[src/rtl/shdn_pkg.sv]
package shdn_pkg;

    localparam int DATA_W  = 32;
    localparam int ADDR_W  = 4;
    localparam int PIN_N   = 16;
    localparam int CNT_W   = 16;
    localparam int SEL_W   = 8;

    localparam logic [ADDR_W-1:0] OFS_CTRL = 4'h0;
    localparam logic [ADDR_W-1:0] OFS_MODE = 4'h4;
    localparam logic [ADDR_W-1:0] OFS_STAT = 4'h8;
    localparam logic [ADDR_W-1:0] OFS_WCFG = 4'hC;

    localparam logic [7:0] SHDN_KEY = 8'hA5;

    typedef struct packed {
        logic [SEL_W-1:0] dbc_sel;
        logic             rtc_en;
        logic             rtt_en;
    } mode_t;

    typedef struct packed {
        logic [PIN_N-1:0] pol;
        logic [PIN_N-1:0] en;
    } wcfg_t;

    typedef enum logic {
        PWR_OFF = 1'b0,
        PWR_ON  = 1'b1
    } pwr_state_t;

    // Selector to required active-cycle count; values past the table saturate.
    function automatic logic [CNT_W-1:0] dbc_limit(input logic [SEL_W-1:0] sel);
        case (sel)
            8'd0:    dbc_limit = 16'd0;
            8'd1:    dbc_limit = 16'd3;
            8'd2:    dbc_limit = 16'd32;
            8'd3:    dbc_limit = 16'd512;
            8'd4:    dbc_limit = 16'd4096;
            default: dbc_limit = 16'd32768;
        endcase
    endfunction

endpackage

[src/rtl/shdn_sync.sv]
module shdn_sync #(
    parameter int W      = 1,
    parameter int STAGES = 2
) (
    input  logic         clk,
    input  logic         rst,
    input  logic [W-1:0] d,
    output logic [W-1:0] q
);
    logic [W-1:0] stage_q [STAGES];

    always_ff @(posedge clk) begin
        if (rst) stage_q[0] <= '0;
        else     stage_q[0] <= d;
    end

    for (genvar s = 1; s < STAGES; s++) begin : g_stage
        always_ff @(posedge clk) begin
            if (rst) stage_q[s] <= '0;
            else     stage_q[s] <= stage_q[s-1];
        end
    end

    assign q = stage_q[STAGES-1];
endmodule

[src/rtl/shdn_debounce.sv]
module shdn_debounce
    import shdn_pkg::*;
(
    input  logic             clk,
    input  logic             rst,
    input  logic             lvl,
    input  logic             pol,
    input  logic [CNT_W-1:0] limit,
    output logic             hit
);
    logic             active;
    logic [CNT_W-1:0] cnt_q;

    assign active = pol ? lvl : ~lvl;

    always_ff @(posedge clk) begin
        if (rst)               cnt_q <= '0;
        else if (!active)      cnt_q <= '0;
        else if (cnt_q < limit) cnt_q <= cnt_q + 1'b1;
    end

    assign hit = active && (cnt_q >= limit);


    dbc_restart_chk: assert property (@(posedge clk) disable iff (rst)
        !active |=> (cnt_q == '0))
        else $error("debounce count not restarted");


    dbc_hold_chk: assert property (@(posedge clk) disable iff (rst)
        (hit && limit != '0) |-> $past(active))
        else $error("debounce qualified without prior active cycle");
endmodule

[src/rtl/shdn_regs.sv]
module shdn_regs
    import shdn_pkg::*;
(
    input  logic              clk,
    input  logic              rst,
    input  logic              bus_wr,
    input  logic              bus_rd,
    input  logic [ADDR_W-1:0] bus_addr,
    input  logic [DATA_W-1:0] bus_wdata,
    output logic [DATA_W-1:0] bus_rdata,
    input  logic [DATA_W-1:0] stat_in,
    output mode_t             mode_o,
    output wcfg_t             wcfg_o,
    output logic              shdn_req,
    output logic              stat_clr
);
    mode_t mode_q;
    wcfg_t wcfg_q;

    always_ff @(posedge clk) begin
        if (rst) begin
            mode_q <= '0;
            wcfg_q <= '0;
        end else if (bus_wr) begin
            if (bus_addr == OFS_MODE) begin
                mode_q.dbc_sel <= bus_wdata[31:24];
                mode_q.rtc_en  <= bus_wdata[17];
                mode_q.rtt_en  <= bus_wdata[16];
            end
            if (bus_addr == OFS_WCFG) begin
                wcfg_q.pol <= bus_wdata[31:16];
                wcfg_q.en  <= bus_wdata[15:0];
            end
        end
    end

    assign shdn_req = bus_wr && (bus_addr == OFS_CTRL) &&
                      (bus_wdata[31:24] == SHDN_KEY) && bus_wdata[0];
    assign stat_clr = bus_rd && (bus_addr == OFS_STAT);

    always_comb begin
        bus_rdata = '0;
        if (bus_rd) begin
            case (bus_addr)
                OFS_MODE: bus_rdata = {mode_q.dbc_sel, 6'b0, mode_q.rtc_en, mode_q.rtt_en, 16'b0};
                OFS_STAT: bus_rdata = stat_in;
                OFS_WCFG: bus_rdata = wcfg_q;
                default:  bus_rdata = '0;
            endcase
        end
    end

    assign mode_o = mode_q;
    assign wcfg_o = wcfg_q;
endmodule

[src/rtl/shdn_pwr.sv]
module shdn_pwr
    import shdn_pkg::*;
(
    input  logic              clk,
    input  logic              rst,
    input  logic              shdn_req,
    input  logic              stat_clr,
    input  logic [PIN_N-1:0]  pin_hit,
    input  logic              rtc_hit,
    input  logic              rtt_hit,
    output logic              pwr_en,
    output logic [DATA_W-1:0] status
);
    pwr_state_t        state_q;
    logic [DATA_W-1:0] stat_q;
    logic              wake_any;
    logic [DATA_W-1:0] wake_word;

    assign wake_any  = (|pin_hit) || rtc_hit || rtt_hit;
    assign wake_word = {pin_hit, 10'b0, rtc_hit, rtt_hit, 4'b0};

    always_ff @(posedge clk) begin
        if (rst) begin
            state_q <= PWR_ON;
            stat_q  <= '0;
        end else begin
            if (stat_clr) stat_q <= '0;
            case (state_q)
                PWR_ON:  if (shdn_req) state_q <= PWR_OFF;
                PWR_OFF: if (wake_any) begin
                    state_q <= PWR_ON;
                    stat_q  <= wake_word;
                end
                default: state_q <= PWR_ON;
            endcase
        end
    end

    assign pwr_en = (state_q == PWR_ON);
    assign status = stat_q;


    shdn_accept_chk: assert property (@(posedge clk) disable iff (rst)
        (pwr_en && shdn_req) |=> !pwr_en)
        else $error("accepted shutdown did not drop power");


    stay_off_chk: assert property (@(posedge clk) disable iff (rst)
        (!pwr_en && !wake_any) |=> !pwr_en)
        else $error("power returned without wake source");


    wake_latch_chk: assert property (@(posedge clk) disable iff (rst)
        $rose(pwr_en) |-> (stat_q != '0))
        else $error("wake without latched source");


    stat_clear_chk: assert property (@(posedge clk) disable iff (rst)
        (stat_clr && pwr_en) |=> (stat_q == '0))
        else $error("status not cleared by read");
endmodule

[src/rtl/pwr_shdn_ctrl.sv]
module pwr_shdn_ctrl
    import shdn_pkg::*;
#(
    parameter int SYNC_STAGES = 2
) (
    input  logic              clk,
    input  logic              rst,
    input  logic              bus_wr,
    input  logic              bus_rd,
    input  logic [ADDR_W-1:0] bus_addr,
    input  logic [DATA_W-1:0] bus_wdata,
    output logic [DATA_W-1:0] bus_rdata,
    input  logic [PIN_N-1:0]  wake_pin,
    input  logic              rtc_alarm,
    input  logic              rtt_alarm,
    output logic              pwr_en
);
    localparam int SYNC_W = PIN_N + 2;

    mode_t             mode;
    wcfg_t             wcfg;
    logic              shdn_req;
    logic              stat_clr;
    logic [DATA_W-1:0] status;
    logic [SYNC_W-1:0] in_s;
    logic [PIN_N-1:0]  raw_hit;
    logic [PIN_N-1:0]  pin_hit;
    logic [CNT_W-1:0]  limit;
    logic              rtc_hit;
    logic              rtt_hit;

    shdn_regs u_regs (
        .clk(clk), .rst(rst), .bus_wr(bus_wr), .bus_rd(bus_rd),
        .bus_addr(bus_addr), .bus_wdata(bus_wdata), .bus_rdata(bus_rdata),
        .stat_in(status), .mode_o(mode), .wcfg_o(wcfg),
        .shdn_req(shdn_req), .stat_clr(stat_clr)
    );

    shdn_sync #(.W(SYNC_W), .STAGES(SYNC_STAGES)) u_sync (
        .clk(clk), .rst(rst), .d({rtc_alarm, rtt_alarm, wake_pin}), .q(in_s)
    );

    assign limit = dbc_limit(mode.dbc_sel);

    for (genvar i = 0; i < PIN_N; i++) begin : g_pin
        shdn_debounce u_dbc (
            .clk(clk), .rst(rst), .lvl(in_s[i]), .pol(wcfg.pol[i]),
            .limit(limit), .hit(raw_hit[i])
        );
    end

    assign pin_hit = raw_hit & wcfg.en;
    assign rtc_hit = mode.rtc_en && in_s[PIN_N+1];
    assign rtt_hit = mode.rtt_en && in_s[PIN_N];

    shdn_pwr u_pwr (
        .clk(clk), .rst(rst), .shdn_req(shdn_req), .stat_clr(stat_clr),
        .pin_hit(pin_hit), .rtc_hit(rtc_hit), .rtt_hit(rtt_hit),
        .pwr_en(pwr_en), .status(status)
    );


    bad_key_chk: assert property (@(posedge clk) disable iff (rst)
        (pwr_en && bus_wr && bus_addr == OFS_CTRL &&
         (bus_wdata[31:24] != SHDN_KEY || !bus_wdata[0])) |=> pwr_en)
        else $error("unkeyed control write dropped power");
endmodule

[config.mk]
export PLATFORM = sky130hd
export DESIGN_NAME = pwr_shdn_ctrl
export DESIGN_NICKNAME = d
export VERILOG_FILES = /design/src/rtl/shdn_pkg.sv /design/src/rtl/shdn_sync.sv /design/src/rtl/shdn_debounce.sv /design/src/rtl/shdn_regs.sv /design/src/rtl/shdn_pwr.sv /design/src/rtl/pwr_shdn_ctrl.sv
export SDC_FILE = /design/constraint.sdc
export NUM_CORES = 1
export LEC_CHECK = 0
export BUFFER_PORTS_ARGS = -buffer_cell sky130_fd_sc_hd__buf_2
export CAP_MARGIN = 10
export CELL_PAD_IN_SITES_DETAIL_PLACEMENT = 0
export CELL_PAD_IN_SITES_GLOBAL_PLACEMENT = 1
export CORE_UTILIZATION = 51
export DETAILED_ROUTE_END_ITERATION = 8
export GPL_ROUTABILITY_DRIVEN = 0
export GPL_TIMING_DRIVEN = 0
export PLACE_DENSITY = 0.92
export SLEW_MARGIN = 0
export SYNTH_ARGS = -nofsm -noshare
export SYNTH_HDL_FRONTEND = slang
export SYNTH_SLANG_ARGS = --single-unit
[constraint.sdc]
create_clock -name clk -period 6.9 [get_ports clk]
set_clock_uncertainty 0.15 [all_clocks]
set_input_delay 1.035 -clock clk [delete_from_list [all_inputs] [get_ports clk]]
set_output_delay 1.035 -clock clk [all_outputs]
set_load 0.02 [all_outputs]
==> impl_metrics.yaml, run 1 <==
placed_design:
  pre_cts_slack_ps: 1390
  hpwl_um: 34100
  port_buffers: 90
  dpl.cell_count: 2698
timing:
  hold_viol: 0
  setup_ws_ps: 1400
  drv_slew: 0
  max_freq_ghz: 0.182
  rsz0062_at_grt: "false"
  setup_viol_count_final: 0
  finalSetupTns_ps: 0
  relSlewSlack_pct: 24.9
  period_needed_ps: 5500
  post-route-period-util_pct: 79.7
  tightest_slew_ps: 1120
grt:
  grt_pass1_vias: 14700
  track_usage_pct: 26.0
  grt_max_degree: 17
  grt_overflow: 0
  antenna_found_initial: 7
  grt_pass1_wl_um: 75500
worst_hold_path:
  min_path_cells: 1
  hold_class: "flop to flop"
  holdPathEnd: "u_sync.stage_q[1][12]"
  min_from: "u_sync.stage_q[0][12]"
worst_setup_path:
  reg2reg_depth: 15
  rr_startpoint: "u_regs.mode_o[7]"
  cpPeakStageDelay_ps: 1000
  worst-setup-path-type: "flop to flop"
  critPathTopFamily: "simple AND/OR/NAND/NOR gates"
  cp.arrival_ps: 5800
  regToRegEndpoint: "u_pwr.status[30]"
  reg2reg_slack_ps: 1400
  crit_buf_inv: 2
  worstPathRequired_ps: 7200
  crit_path_start_kind: "flop"
  path_cells: "nor3_1 > nand2_1 > nor2_1 > nand3b_1 > inv_1 > ha_1 > nand2b_1 > nand4b_1 > a221oi_1 > a21oi_1 > a31oi_1 > and4_1 > a31oi_4 > buf_6 > o32ai_1"
  cp_max_fo: 16
  cp_slowest_cell: "inv_1"
  worst_setup_path_end_kind: "flop"
  crit_start: "u_regs.mode_o[7]"
synthesis:
  post_synth_inst_count: 2141
  synth-seq-area-share_pct: 40.1
  async_flop_share_pct: 0
  syn_area_per_cell_um2: 8.56
  synthFlopType: "dfxtp_1"
  syn_area_um2: 18300
  syn_nets: 2311
  yosysWarnings: 0
  synthDistinctLibCells: 68
  synth_edf_count: 0
  ys_ff_latch: 367
routing:
  drtPass1Iterations: 8
  vias_per_cell: 5.63
  drt.antenna.violating_nets: 0
  vias: 15600
  routed_wl_um: 47300
  wl_per_cell_um: 17.0
  dr.first_iter.drc_count: 1030
  drc: 0
clocking:
  clockRootBuffer: "clkbuf_16"
  ctsResizeCount: 0
  cts-buffers-inserted: 40
  hold_buffers: 0
  cts.path.max_buffers: 3
  cts.sinks: 367
  postCtsSetupBuffers: 0
  cts_tree: "done"
  worstSkewPairLatency_ps: 550
  htreeDepth: 2
  cts.clk_slew.worst_paths_ps: 60
floorplanning:
  io_pins: 91
  initial_core_util_pct: 51.7
  design.core.area_um2: 35500
  dieHeight_um: 192
  dieArea_um2: 36700
  rows: 69
  die_x_um: 192
flow_run:
  drv_cap: 0
finish:
  instances_no_fill: 2777
  final_common_cell: "dfxtp_1"
  layout_common_cells: "dfxtp_1 (367), nor2_1 (314), nand2_1 (200)"
  final_core_util_pct: 59.0
  finalNetCount: 2449
  final_layout_size_suffix_gt1_share_pct: 9.96
  syn_to_final_growth_pct: 14.1
power_and_ir_drop:
  p_leak_uw: 0.00811
  p_per_area_nw_per_um2: 228
  ir_worst_vdd_mv: 0.213
run_status:
  status: "complete, no violations"
==> routing by layer <==
layer,up-vias,routed length [um],track usage (%)
li1,7748,-,-
met1,7398,21300,33.6
met2,388,21800,43.2
met3,90,2770,5.08
met4,4,1410,8.58
met5,-,31,0
==> synth_stat cells, types with 5 or more instances <==
cell type | instances | share of area, %
xnor2_1 | 80 | 3.8
nor4b_1 | 5 | 0.24
nand4b_1 | 18 | 0.86
o21ai_0 | 54 | 1.5
xor2_1 | 138 | 6.6
a2111oi_0 | 11 | 0.53
mux2_2 | 10 | 0.61
nor3b_1 | 5 | 0.20
ha_1 | 112 | 7.6
and2_1 | 10 | 0.34
or4b_2 | 5 | 0.27
nor2b_1 | 50 | 1.7
buf_1 | 18 | 0.37
a22oi_1 | 32 | 1.3
a21oi_1 | 94 | 2.6
dfxtp_1 | 367 | 40
nor2_1 | 314 | 6.4
mux2i_1 | 25 | 1.4
or4_1 | 13 | 0.53
o31ai_1 | 9 | 0.37
o21ai_2 | 16 | 0.76
nor3_1 | 41 | 1.1
and3_1 | 60 | 2.0
nand3_1 | 76 | 2.1
nor2b_2 | 12 | 0.57
nor4_1 | 27 | 0.92
or3_1 | 50 | 1.7
a31oi_1 | 9 | 0.31
nand2b_1 | 30 | 1.0
inv_1 | 69 | 1.4
clkbuf_1 | 51 | 1.0
nand2_1 | 200 | 4.1
nand4_1 | 69 | 2.4
==> through the flow <==
stage | area, um2 | total power, uW | hold slack, ps
finish | 20900 | 4760 | 288
global placement | 19400 | 2510 | 270
CTS | 20900 | 4800 | 286
floorplan | 18300 | 2420 | 264
global route | 20900 | 4920 | 311
detailed placement | 19500 | 2520 | 277
==> final cells by class <==
type	instances	area, um2
inverters	69	259
diodes	6	15.0
clock inverters	21	285
well taps	461	577
flip-flops and latches	367	7350
fillers	3139	14600
repair buffers	96	567
multi-input cells	1632	10400
plain buffers	73	298
clock buffers	52	1130
==> logic make-up after synthesis <==
| logic type | Yosys count | synth area share, % |
|---|---|---|
| adder cells (fa/ha/maj) | 112 | 7.65 |
| buffers and inverters | 142 | 3.04 |
| XOR/XNOR | 218 | 10.4 |
| AND/OR/NAND/NOR | 1006 | 27.6 |
| flip-flops | 367 | 40.1 |
| AO/OA/AOI/OAI | 261 | 9.28 |
| multiplexers | 35 | 1.98 |
==> how the worst max path moves through the flow <==
stage                                    to  slack [ps]  depth (start not counted)
floorplan                  u_pwr.status[25]        2590                         13
global placement           u_pwr.status[30]       -1010                         13
detailed placement         u_pwr.status[30]        1390                         15
global route        g_pin[8].u_dbc.cnt_q[9]        1040                         14
CTS                        u_pwr.status[30]        1390                         15
finish                     u_pwr.status[30]        1400                         15
==> report_power, final <==
part           internal (uW)  switching [uW]
Sequential              2150            24.1
Clock                   1390             898
Combinational            118             192
Total                   3650            1110
==> flip-flops by register name, indices dropped and copies added (netlist names) <==
name	flops
g_pin.u_dbc.cnt_q	256
u_sync.stage_q	36
u_pwr.status	32
u_regs.wcfg_o	32
u_regs.mode_o	10
u_pwr.pwr_en	1
No activity file was read; power rests on OpenSTA's default activity.
==> run 2: changes to the inputs <==
--- a/config.mk
+++ b/config.mk
@@ -9,11 +9,11 @@
 export CAP_MARGIN = 10
 export CELL_PAD_IN_SITES_DETAIL_PLACEMENT = 0
 export CELL_PAD_IN_SITES_GLOBAL_PLACEMENT = 1
-export CORE_UTILIZATION = 51
+export CORE_UTILIZATION = 43
 export DETAILED_ROUTE_END_ITERATION = 8
 export GPL_ROUTABILITY_DRIVEN = 0
 export GPL_TIMING_DRIVEN = 0
-export PLACE_DENSITY = 0.92
+export PLACE_DENSITY = 0.83
 export SLEW_MARGIN = 0
 export SYNTH_ARGS = -nofsm -noshare
 export SYNTH_HDL_FRONTEND = slang
==> constraint.sdc (replaced) <==
create_clock -name clk -period 4.7 [get_ports clk]
set_clock_uncertainty 0.15 [all_clocks]
set_input_delay 0.705 -clock clk [delete_from_list [all_inputs] [get_ports clk]]
set_output_delay 0.705 -clock clk [all_outputs]
set_load 0.02 [all_outputs]
==> run 2 against run 1 <==
- hold slack got worse by 89 ps
- clock power increased by 49%
- maximum frequency is 24% higher
- utilization down 8.5 points
- setup slack got worse by 1100 ps
- design area up 1.4%
- total power is 48% higher
- non-clock buffer count up 15
- combinational power increased by 51%
- global-route usage is 3.6 points lower
- clock-buffer cell count up 8
- flip-flop and latch count unchanged
- largest power group unchanged
- highest routed layer unchanged
==> impl_metrics.yaml, run 2 (synthesis results as in run 1) <==
power_and_ir_drop:
  p_per_area_nw_per_um2: 332
  p_leak_uw: 0.00820
  ir_worst_vdd_mv: 0.290
  clockPowerShare_pct: 48.2
  p_seq_share_pct: 45.2
  p_sw_share_pct: 23.8
  power_uw: 7050
  power_switching_uw: 1680
  comb_power_share_pct: 6.6
  intPower_uw: 5370
finish:
  largest_register: "g_pin.u_dbc.cnt_q"
  largest_register_ffs: 256
  nFillCells: 3980
  top_regs: "g_pin.u_dbc.cnt_q: 256 flops, u_sync.stage_q: 36 flops"
  final_common_cell: "dfxtp_1"
  regArea_um2: 7350
  final_layout_size_suffix_gt1_share_pct: 10.8
  finalNetCount: 2466
  multi_input_area_um2: 10500
  layout_common_cells: "dfxtp_1 (367), nor2_1 (314), nand2_1 (200)"
  syn_to_final_growth_pct: 15.7
clocking:
  cts-buffers-inserted: 42
  cts.sinks: 367
  clockRootBuffer: "clkbuf_16"
  cts.path.max_buffers: 3
  cts.clk_slew.worst_paths_ps: 60
  htreeDepth: 2
  worstSkewPairLatency_ps: 580
  cts_tree: "done"
  hold_buffers: 0
worst_setup_path:
  cp.arrival_ps: 4770
  cpPeakStageDelay_ps: 560
  critPathTopFamily: "simple AND/OR/NAND/NOR gates"
  path_cells: "nor3_1 > nand2_1 > nor2_1 > nand3b_1 > buf_6 > buf_8 > clkinvlp_4 > buf_12 > ha_1 > nand2b_1 > nand4b_1 > a221oi_4 > a21oi_1 > or3_2 > nor3_4 > a31oi_4 > buf_6 > o32ai_1"
  cp_slowest_cell: "or3_2"
  worstPathRequired_ps: 5040
  cp_max_fo: 10
  reg2reg_depth: 18
  worst-setup-path-type: "flop to flop"
  worst_setup_path_end_kind: "flop"
  reg2reg_slack_ps: 270
  crit_path_start_kind: "flop"
  crit_buf_inv: 5
  cpMostUsedCell: "buf_6"
  path_depth: 18
timing:
  hold_viol: 0
  relSlewSlack_pct: 35.4
  rsz0062_at_grt: "false"
  period_needed_ps: 4430
  drv_slew: 0
  max_freq_ghz: 0.226
  setup_ws_ps: 268
  tightest_slew_ps: 960
  setup_viol_count_final: 0
  post-route-period-util_pct: 94.3
floorplanning:
  io_pins: 91
  die_x_um: 208
  initial_core_util_pct: 43.6
  rows: 75
  dieHeight_um: 208
  dieArea_um2: 43500
  design.core.area_um2: 42000
routing:
  drtPass1Iterations: 6
  vias: 15500
  drc: 0
  vias_per_cell: 5.39
  drt.antenna.violating_nets: 0
  wl_per_cell_um: 16.9
  routed_wl_um: 48600
  dr.first_iter.drc_count: 892
grt:
  grt_overflow: 0
  grt_pass1_vias: 14900
  grt_pass1_wl_um: 77900
  track_usage_pct: 22.4
  grt_max_degree: 17
  antenna_found_initial: 3
run_status:
  status: "complete, no violations"
worst_hold_path:
  min_path_cells: 2
  hold_class: "primary input to flop"
placed_design:
  hpwl_um: 35200
  pre_cts_slack_ps: -949
  port_buffers: 90
flow_run:
  drv_cap: 0
==> run 2: cell types whose count changed in the layout (fill, tap and decap cells not counted), moves of 2 or more <==
cell	before	now
a221oi_1	3	1
a221oi_4	1	3
buf_12	0	2
buf_4	0	11
bufinv_16	6	4
clkbuf_1	56	58
clkbuf_8	6	11
clkinv_2	5	9
clkinv_4	2	0
clkinvlp_4	6	2
diode_2	6	3
==> run 2: timing repair <==
item	4_1_cts	5_1_grt
setup buffers	5	8
endpoints found under the setup margin	205	63
pin swaps	3	0
gates resized for setup	7	1
==> run 2: power by group through the flow <==
stage	Clock [uW]	Sequential (uW)	Combinational [uW]
floorplan	0	3250	307
global placement	0	3250	439
detailed placement	0	3260	456
CTS	3460	3190	464
global route	3610	3190	516
finish	3390	3190	467
==> run 2: layout make-up <==
type / instances / area share, %
well taps: 539 / 3.18
multi-input cells: 1632 / 49.5
inverters: 69 / 1.24
clock inverters: 17 / 0.973
diodes: 3 / 0.0354
clock buffers: 60 / 5.79
flip-flops and latches: 367 / 34.6
plain buffers: 73 / 1.40
repair buffers: 111 / 3.26
==> run 2: routing by layer <==
metal | global-route usage [%] | vias up | share of wire (%)
met4 | 7.43 | 2 | 2.9
met5 | 0 | - | 0.027
met1 | 29.5 | 7344 | 46
met2 | 36.9 | 306 | 46
met3 | 4.06 | 84 | 5.0
li1 | - | 7752 | -
==> run 2: worst paths after layout <==
path | startpoint | to
worst max-delay path | u_regs.mode_o[6] | u_pwr.status[30]
worst min register to register | u_sync.stage_q[0][14] | u_sync.stage_q[1][14]
worst min-delay path | wake_pin[9] | u_sync.stage_q[0][9]
worst max register to register | u_regs.mode_o[6] | u_pwr.status[30]
==> run 2: per-stage QoR <==
| stage | util [%] | cells | hold WS [ps] | area [um2] | TNS, ps |
|---|---|---|---|---|---|
| after detailed placement | 46.6 | 2778 | 273 | 19600 | -83620 |
| after CTS | 50.2 | 2860 | 169 | 21100 | 0 |
| after floorplan | - | 2141 | 264 | 18300 | 0 |
| final | 50.5 | 2871 | 200 | 21200 | 0 |
| after global routing | 50.4 | 2869 | 184 | 21200 | 0 |
| after global placement | 46.3 | 2770 | 274 | 19500 | -758240 |
==> run 3: changes to the inputs <==
--- a/config.mk
+++ b/config.mk
@@ -9,11 +9,12 @@
 export CAP_MARGIN = 10
 export CELL_PAD_IN_SITES_DETAIL_PLACEMENT = 0
 export CELL_PAD_IN_SITES_GLOBAL_PLACEMENT = 1
+export CORE_ASPECT_RATIO = 0.8
 export CORE_UTILIZATION = 43
 export DETAILED_ROUTE_END_ITERATION = 8
 export GPL_ROUTABILITY_DRIVEN = 0
 export GPL_TIMING_DRIVEN = 0
-export PLACE_DENSITY = 0.83
+export PLACE_DENSITY_LB_ADDON = 0.1
 export SLEW_MARGIN = 0
 export SYNTH_ARGS = -nofsm -noshare
 export SYNTH_HDL_FRONTEND = slang
==> run 3 against run 2 <==
- die area about the same
- cell count increased by 0.84%
- setup slack got worse by 17 ps
- maximum frequency decreased by 0.39%
- clock-buffer cell count decreased by 8
- total power increased by 1.3%
- sequential share of layout area decreased by 0.22 points
- via count decreased by 0.63%
- critical path depth decreased by 3
- first-iteration DRC count decreased by 12%
- flip-flop and latch count unchanged
- critical path type unchanged
==> impl_metrics.yaml, run 3 (synthesis results as in run 1) <==
routing:
  drt.antenna.violating_nets: 0
  drtPass1Iterations: 5
  vias_per_cell: 5.32
  dr.first_iter.drc_count: 785
  wl_per_cell_um: 18.1
  vias: 15400
  drc: 0
  routed_wl_um: 52400
flow_run:
  drv_cap: 0
power_and_ir_drop:
  p_leak_uw: 0.00827
  intPower_uw: 5410
  comb_power_share_pct: 6.9
  p_seq_share_pct: 44.6
  power_switching_uw: 1730
  p_per_area_nw_per_um2: 334
  p_sw_share_pct: 24.2
  clockPowerShare_pct: 48.5
  ir_worst_vdd_mv: 0.220
worst_setup_path:
  cp.arrival_ps: 4730
  worst_setup_path_end_kind: "flop"
  crit_start: "u_regs.mode_o[7]"
  worstPathRequired_ps: 4980
  cp_max_fo: 14
  crit_path_start_kind: "flop"
  worst-setup-path-type: "flop to flop"
  rr_startpoint: "u_regs.mode_o[7]"
placed_design:
  hpwl_um: 37300
  dpl_cell_area_um2: 19600
  port_buffers: 90
finish:
  layout_common_cells: "dfxtp_1 (367), nor2_1 (313), nand2_1 (200)"
  syn_to_final_growth_pct: 16.5
  design_area_um2: 21300
  largest_register: "g_pin.u_dbc.cnt_q"
  final_core_util_pct: 50.9
  final_common_cell: "dfxtp_1"
  top_regs: "g_pin.u_dbc.cnt_q: 256 flops, u_sync.stage_q: 36 flops"
  final_layout_size_suffix_gt1_share_pct: 11.5
  finalNetCount: 2476
  nFillCells: 3987
  largest_register_ffs: 256
grt:
  grt_overflow: 0
  track_usage_pct: 24.1
  grt_max_degree: 15
  grt_pass1_wl_um: 81500
  grt_pass1_vias: 14600
  antenna_found_initial: 4
timing:
  period_needed_ps: 4450
  setup_viol_count_final: 0
  post-route-period-util_pct: 94.7
  hold_viol: 0
  relSlewSlack_pct: 40.9
  tightest_slew_ps: 886
  drv_slew: 0
  max_freq_ghz: 0.225
clocking:
  cts-buffers-inserted: 41
  cts.clk_slew.worst_paths_ps: 70
  htreeDepth: 2
  hold_buffers: 0
  cts.path.max_buffers: 3
  cts_tree: "done"
  worstSkewPairLatency_ps: 580
  clockRootBuffer: "clkbuf_16"
  cts.sinks: 367
worst_hold_path:
  min_from: "bus_wdata[18]"
  hold_class: "primary input to flop"
floorplanning:
  dieHeight_um: 187
  rows: 67
  io_pins: 91
  initial_core_util_pct: 43.7
  design.core.area_um2: 41900
  dieArea_um2: 43500
  die_x_um: 233
run_status:
  status: "complete, no violations"
-- run 3: path summary, 6_finish.rpt --
path	end	slack (ps)	cells past startpoint
setup / recovery	u_pwr.status[25]	250	15
hold / removal	u_regs.wcfg_o[18]	210	3
setup reg to reg	u_pwr.status[25]	250	15
hold reg to reg	u_sync.stage_q[1][7]	280	1
-- run 3: metal layers --
| layer | GRT usage [%] | routed length [um] | up-vias |
|---|---|---|---|
| met5 | 0 | 0 | - |
| met4 | 8.97 | 1630 | 0 |
| met3 | 3.16 | 2260 | 91 |
| met2 | 37.0 | 22900 | 292 |
| li1 | - | - | 7791 |
| met1 | 34.4 | 25600 | 7216 |
-- run 3: critical path: stages, from the launching register on --
cell and delay [ps]:
dfxtp_1 330, nor3_1 280, nand4_1 270, buf_16 240, o21ai_4 140, buf_12 230, ha_1 160, or4b_2 590
nor4_1 390, a31oi_1 340, nand2_1 250, a31oi_1 100, and4_1 220, a31oi_4 230, buf_6 230, o32ai_1 110
-- run 3: what timing repair did --
action                                  CTS  global route
endpoints found under the setup margin  259            49
endpoints found under the hold margin     0             0
gates cloned                              0             0
pin swaps                                 3             4
buffers inserted                         16             8
resized for setup                         6             8
-- run 3: layout make-up --
type / count / area [um2] / share of cell area, %
multi-input combinational: 1632 / 10500 / 49.3
sequential: 367 / 7350 / 34.4
clock buffer: 52 / 1150 / 5.39
timing repair buffer: 122 / 772 / 3.62
tap: 552 / 691 / 3.24
buffer: 73 / 298 / 1.39
clock inverter: 24 / 292 / 1.37
inverter: 69 / 263 / 1.23
antenna: 4 / 10.0 / 0.0469
-- run 3: power groups by stage --
| stage | Combinational, uW | Sequential [uW] | Clock (uW) |
|---|---|---|---|
| 3_3_place_gp | 450 | 3250 | 0 |
| 4_1_cts | 478 | 3190 | 3550 |
| 6_report | 493 | 3190 | 3460 |
| 5_1_grt | 542 | 3190 | 3680 |
| 2_1_floorplan | 307 | 3250 | 0 |
| 3_5_place_dp | 465 | 3250 | 0 |
-- run 3: stage by stage --
stage               total power, uW  cells  hold slack [ps]  worst slack, ps  setup TNS (ps)
global placement               3700   2783              269            -3970         -922800
detailed placement             3720   2790              271            -1210         -138300
global route                   7410   2894              213            -11.2           -11.2
finish                         7140   2895              214              251               0
CTS                            7220   2882              183              164               0
floorplan                      3550   2141              264              390               0
